==> src/rtl/bnpc_pkg.sv <==
package bnpc_pkg;

    typedef enum logic [3:0] {
        KIND_NONE   = 4'd0,
        KIND_GT     = 4'd1,
        KIND_GE     = 4'd2,
        KIND_LT     = 4'd3,
        KIND_LE     = 4'd4,
        KIND_EQ     = 4'd5,
        KIND_NE     = 4'd6,
        KIND_ALWAYS = 4'd7,
        KIND_BITSET = 4'd8,
        KIND_BITCLR = 4'd9,
        KIND_JUMP   = 4'd10,
        KIND_JAL    = 4'd11
    } br_kind_e;

    typedef enum logic [1:0] {
        PATH_HOLD = 2'd0,
        PATH_SEQ  = 2'd1,
        PATH_REL  = 2'd2,
        PATH_ABS  = 2'd3
    } path_e;

endpackage

==> src/rtl/bnpc_cond.sv <==
module bnpc_cond
    import bnpc_pkg::*;
#(
    parameter int DATA_W = 32
) (
    input  logic [3:0]        kind,
    input  logic [DATA_W-1:0] rs1,
    input  logic [DATA_W-1:0] opnd2,
    output logic              take
);
    localparam int BIT_W = $clog2(DATA_W);

    logic [BIT_W-1:0] bit_idx;
    logic             sel_bit;

    always_comb begin
        bit_idx = opnd2[BIT_W-1:0];
        sel_bit = rs1[bit_idx];
    end

    always_comb begin
        unique case (kind)
            KIND_GT:     take = (opnd2 >  rs1);
            KIND_GE:     take = (opnd2 >= rs1);
            KIND_LT:     take = (opnd2 <  rs1);
            KIND_LE:     take = (opnd2 <= rs1);
            KIND_EQ:     take = (opnd2 == rs1);
            KIND_NE:     take = (opnd2 != rs1);
            KIND_ALWAYS: take = 1'b1;
            KIND_BITSET: take = sel_bit;
            KIND_BITCLR: take = ~sel_bit;
            default:     take = 1'b0;
        endcase
    end

    always_comb begin

        eq_take_chk: assert (!(kind == KIND_EQ && take) || (opnd2 == rs1))
            else $error("equal branch taken on unequal operands");

        gt_take_chk: assert (!(kind == KIND_GT && take) || (opnd2 != rs1))
            else $error("greater-than taken on equal operands");
    end

endmodule

==> src/rtl/bnpc_route.sv <==
module bnpc_route
    import bnpc_pkg::*;
(
    input  logic [3:0] kind,
    input  logic       take,
    input  logic       seq_adv,
    output path_e      path,
    output logic       link_we
);
    always_comb begin
        link_we = 1'b0;
        unique case (kind)
            KIND_GT, KIND_GE, KIND_LT, KIND_LE, KIND_EQ, KIND_NE,
            KIND_BITSET, KIND_BITCLR:
                path = take ? PATH_REL : PATH_SEQ;
            KIND_ALWAYS:
                path = PATH_REL;
            KIND_JUMP:
                path = PATH_ABS;
            KIND_JAL: begin
                path    = PATH_ABS;
                link_we = 1'b1;
            end
            default:
                path = seq_adv ? PATH_SEQ : PATH_HOLD;
        endcase
    end

    always_comb begin

        link_only_jal_chk: assert (!link_we || kind == KIND_JAL)
            else $error("link write outside jump-and-link");

        always_rel_chk: assert (kind != KIND_ALWAYS || path == PATH_REL)
            else $error("branch-always not relative");
    end

endmodule

==> src/rtl/bnpc_target.sv <==
module bnpc_target #(
    parameter int PC_W  = 16,
    parameter int OFF_W = 10
) (
    input  logic [PC_W-1:0]  cur_pc,
    input  logic [OFF_W-1:0] off,
    input  logic [PC_W-1:0]  jmp_imm,
    input  logic             jmp_use_imm,
    input  logic [PC_W-1:0]  reg_tgt,
    output logic [PC_W-1:0]  seq_pc,
    output logic [PC_W-1:0]  rel_pc,
    output logic [PC_W-1:0]  abs_pc
);
    localparam int EXT_W = PC_W - OFF_W;

    logic [PC_W-1:0] off_ext;

    always_comb begin
        off_ext = {{EXT_W{off[OFF_W-1]}}, off};
        seq_pc  = cur_pc + {{(PC_W-1){1'b0}}, 1'b1};
        rel_pc  = cur_pc + off_ext;
        abs_pc  = jmp_use_imm ? jmp_imm : reg_tgt;
    end

    always_comb begin

        rel_sign_chk: assert (off[OFF_W-1] || (rel_pc - cur_pc) < (PC_W'(1) << (OFF_W-1)))
            else $error("positive offset moved PC out of range");
    end

endmodule

==> src/rtl/next_pc_unit.sv <==
module next_pc_unit
    import bnpc_pkg::*;
#(
    parameter int PC_W   = 16,
    parameter int DATA_W = 32,
    parameter int OFF_W  = 10
) (
    input  logic [PC_W-1:0]   cur_pc,
    input  logic [3:0]        br_kind,
    input  logic [DATA_W-1:0] rs1,
    input  logic [DATA_W-1:0] opnd2,
    input  logic [OFF_W-1:0]  br_off,
    input  logic [PC_W-1:0]   jmp_imm,
    input  logic              jmp_use_imm,
    input  logic              seq_adv,
    output logic [PC_W-1:0]   nxt_pc,
    output logic              link_we,
    output logic [PC_W-1:0]   link_val
);
    logic            take;
    path_e           path;
    logic [PC_W-1:0] seq_pc;
    logic [PC_W-1:0] rel_pc;
    logic [PC_W-1:0] abs_pc;

    bnpc_cond #(.DATA_W(DATA_W)) u_cond (
        .kind  (br_kind),
        .rs1   (rs1),
        .opnd2 (opnd2),
        .take  (take)
    );

    bnpc_route u_route (
        .kind    (br_kind),
        .take    (take),
        .seq_adv (seq_adv),
        .path    (path),
        .link_we (link_we)
    );

    bnpc_target #(.PC_W(PC_W), .OFF_W(OFF_W)) u_target (
        .cur_pc      (cur_pc),
        .off         (br_off),
        .jmp_imm     (jmp_imm),
        .jmp_use_imm (jmp_use_imm),
        .reg_tgt     (opnd2[PC_W-1:0]),
        .seq_pc      (seq_pc),
        .rel_pc      (rel_pc),
        .abs_pc      (abs_pc)
    );

    always_comb begin
        unique case (path)
            PATH_HOLD: nxt_pc = cur_pc;
            PATH_SEQ:  nxt_pc = seq_pc;
            PATH_REL:  nxt_pc = rel_pc;
            PATH_ABS:  nxt_pc = abs_pc;
            default:   nxt_pc = cur_pc;
        endcase
        link_val = seq_pc;
    end

    always_comb begin

        link_ret_chk: assert (!link_we || (link_val - cur_pc) == PC_W'(1))
            else $error("link value is not PC+1");

        jump_imm_chk: assert (!(br_kind == KIND_JUMP && jmp_use_imm) || nxt_pc == jmp_imm)
            else $error("jump ignored its immediate");

        hold_chk: assert (!(br_kind == 4'd0 && !seq_adv) || nxt_pc == cur_pc)
            else $error("idle kind did not hold PC");
    end

endmodule

==> config.mk <==
export PLATFORM = sky130hd
export DESIGN_NAME = next_pc_unit
export DESIGN_NICKNAME = d
export VERILOG_FILES = /design/src/rtl/bnpc_pkg.sv /design/src/rtl/bnpc_cond.sv /design/src/rtl/bnpc_route.sv /design/src/rtl/bnpc_target.sv /design/src/rtl/next_pc_unit.sv
export SDC_FILE = /design/constraint.sdc
export NUM_CORES = 1
export LEC_CHECK = 0
export BUFFER_PORTS_ARGS = -buffer_cell sky130_fd_sc_hd__buf_4
export CAP_MARGIN = 10
export CORE_UTILIZATION = 30
export DETAILED_ROUTE_END_ITERATION = 12
export GPL_ROUTABILITY_DRIVEN = 0
export PLACE_DENSITY = 0.66
export SYNTH_ARGS = -nofsm -noshare
export SYNTH_HDL_FRONTEND = slang
export SYNTH_HIERARCHICAL = 1
export SYNTH_SLANG_ARGS = --single-unit
==> constraint.sdc <==
create_clock -name vclk -period 8.22
set_clock_uncertainty 0.1 [all_clocks]
set_input_delay 0.822 -clock vclk [all_inputs]
set_output_delay 0.822 -clock vclk [all_outputs]
set_load 0.05 [all_outputs]
==> impl_metrics.tcl <==
set metrics [dict create \
    endpoint_kind "output pin" \
    cp-start-kind "input port" \
    yosys_warnings 6 \
    grt_setup_unrepaired "no" \
    p_leak_nw 2.027 \
    yosys.area.top_type "ha_1" \
    max_cap_viol_count 0 \
    coreArea_sq_um 9774 \
    die_area_sq_um 10480 \
    die_h_um 102.4 \
    dieWidth_um 102.4 \
    hpwl_mm 8.602 \
    yosys.area_share.simple_pct 19.05 \
    max_freq_mhz 166.5 \
    gr-usage-met2_pct 34.64 \
    cp.arrival_ns 5.08 \
    synth.area.top_cells "ha_1 20%, mux4_2 8.9%, mux4_1 7.0%, mux2_1 6.0%, inv_1 4.8%" \
    viasPerCell 5.336 \
    fin_nets 646 \
    fin_crit_ns 6.005 \
    tns_ns 0 \
    synth_cells 350 \
    syn_nets 511 \
    antenna_found_initial 0 \
    finalHoldViolations 0 \
    seq_cell_count 0 \
    required_ns 7.30 \
    busiest_layer "met2" \
    num_vias 3287 \
    synth_mux_area_share_pct 23.52 \
    synth_top_area_share_pct 19.88 \
    hold_buffers 0 \
    setup_viol 0 \
    area_growth_pct 37.72 \
    powerDensity_nw_per_um2 85.67 \
    synth_top_family_by_area "multiplexers" \
    overflow 0 \
    min_period_over_period_pct 73.06 \
    regArea_sq_um 0 \
    ir_drop_uv 50.62 \
    stdcell_count 616 \
    slew_headroom_pct 30.69 \
    start_util_pct 30.91 \
    synth_compound_gate_area_share_pct 20.17 \
    synth-adder-area-share_pct 20.54 \
    grt_pass1_wl_mm 15.10 \
    worstMarginPinSlew_ns 1.040 \
    grt_util_met1_pct 22.41 \
    io_pins 145 \
    multiInputGateArea_sq_um 2753 \
    cts_setup_buffers 0 \
    num_rows 36 \
    outcome "finished clean" \
    grt_pass1_vias 3190 \
    place_area_sq_um 4161 \
    final_cell_area_sq_um 4161 \
    crit_fanout 16 \
    synth_xor_area_share_pct 7.826 \
    yosys-top-cells-count "48 x ha_1, 39 x inv_1, 21 x a21oi_1" \
    cts_resized 0 \
    slew_violations 0 \
    ys_seq_area_share_pct 0 \
    nFillCells 1005 \
    grt_max_degree 17 \
    wl_per_cell_um 16.17 \
    final_antenna_net_count 0 \
    drc_errors 0 \
    n_antenna_cell 0 \
    place_inst 616 \
    path_class "input port to output pin" \
    synth.most_common_cell "ha_1" \
    hold_class "input port to output pin" \
    clock_buffers 0 \
    synth_area_sq_um 3022 \
    grtUsageTotal_pct 18.02 \
    drive_gt1_share_pct 36.85 \
    drt_iter0_drc 88 \
    ys_types 68 \
    dr.pass1.iters 4 \
    syn_avg_cell_area_sq_um 8.633 \
    wl_mm 9.958 \
    portBuffers 145 \
    grt_util_met3_pct 0.9576 \
]
==> metrics by stage <==
| stage | worst slack (ns) | hold slack, ns | util (%) | power (mW) |
|---|---|---|---|---|
| finish | 2.215 | 1.904 | 42.58 | 0.3565 |
| global route | 1.858 | 1.927 | 42.58 | 0.3810 |
| CTS | 2.183 | 1.904 | 42.58 | 0.3578 |
| detailed placement | 2.200 | 1.903 | 42.58 | 0.3564 |
| global placement | 2.349 | 1.891 | 42.58 | 0.3505 |
| floorplan | 3.217 | 1.725 | - | 0.2442 |
==> metal layers <==
| layer | up-vias | share of wire, % | wire length [um] |
|---|---|---|---|
| met1 | 1539 | 42 | 4211 |
| met5 | - | 0 | 0 |
| li1 | 1619 | - | - |
| met2 | 119 | 51 | 5071 |
| met4 | 0 | 1.3 | 126 |
| met3 | 10 | 5.5 | 548 |
==> worst paths after layout <==
check | start | end | slack (ns) | depth (start not counted)
worst max-delay path | rs1[30] | nxt_pc[1] | 2.21 | 15
worst min-delay path | cur_pc[0] | link_val[0] | 1.90 | 3
==> cells in the final DEF, fill, tap and decap left out, types with 4 or more instances in the layout <==
cell      instances
a21oi_1          21
mux4_1            8
a31oi_1           8
xnor2_1          15
nand4_1          12
o211ai_1          5
nor2b_1           4
buf_4           146
nor2_1           16
a21o_1            8
mux4_2           12
xor2_1           12
nand3_1          15
mux2i_1           5
nand2_1          20
inv_1            39
mux2_1           16
ha_1             48
o21ai_0           7
and3_1            5
nor3_1            5
==> worst max-delay path, stage by stage <==
cell	delay (ns)
buf_4	0.09
inv_1	0.04
ha_1	0.36
nand4_4	0.15
nor4_4	0.41
nand2_2	0.15
a31oi_1	0.18
o21ai_0	0.11
nor4_1	0.30
o211ai_1	0.21
a21o_1	0.19
a2111oi_0	0.35
or2_1	0.84
mux4_1	0.66
buf_4	0.21
==> area by class of cell <==
| class | count | share of cell area [%] |
|---|---|---|
| well taps | 133 | 3.999 |
| multi-input cells | 298 | 66.15 |
| repair buffers | 146 | 26.34 |
| inverters | 39 | 3.518 |
==> report_power, final <==
part / leakage (nW) / switching [mW] / total [mW] / internal [mW]
Sequential: 0 / 0 / 0 / 0
Combinational: 2.03 / 0.203 / 0.357 / 0.153
Clock: 0 / 0 / 0 / 0
==> kinds of logic after synthesis <==
logic type,Yosys count
buf+inv,52
xor+xnor,27
simple gates,99
fa+ha+maj,49
compound gates,82
mux,41
Note: power is estimated with default switching activity, not from simulation.
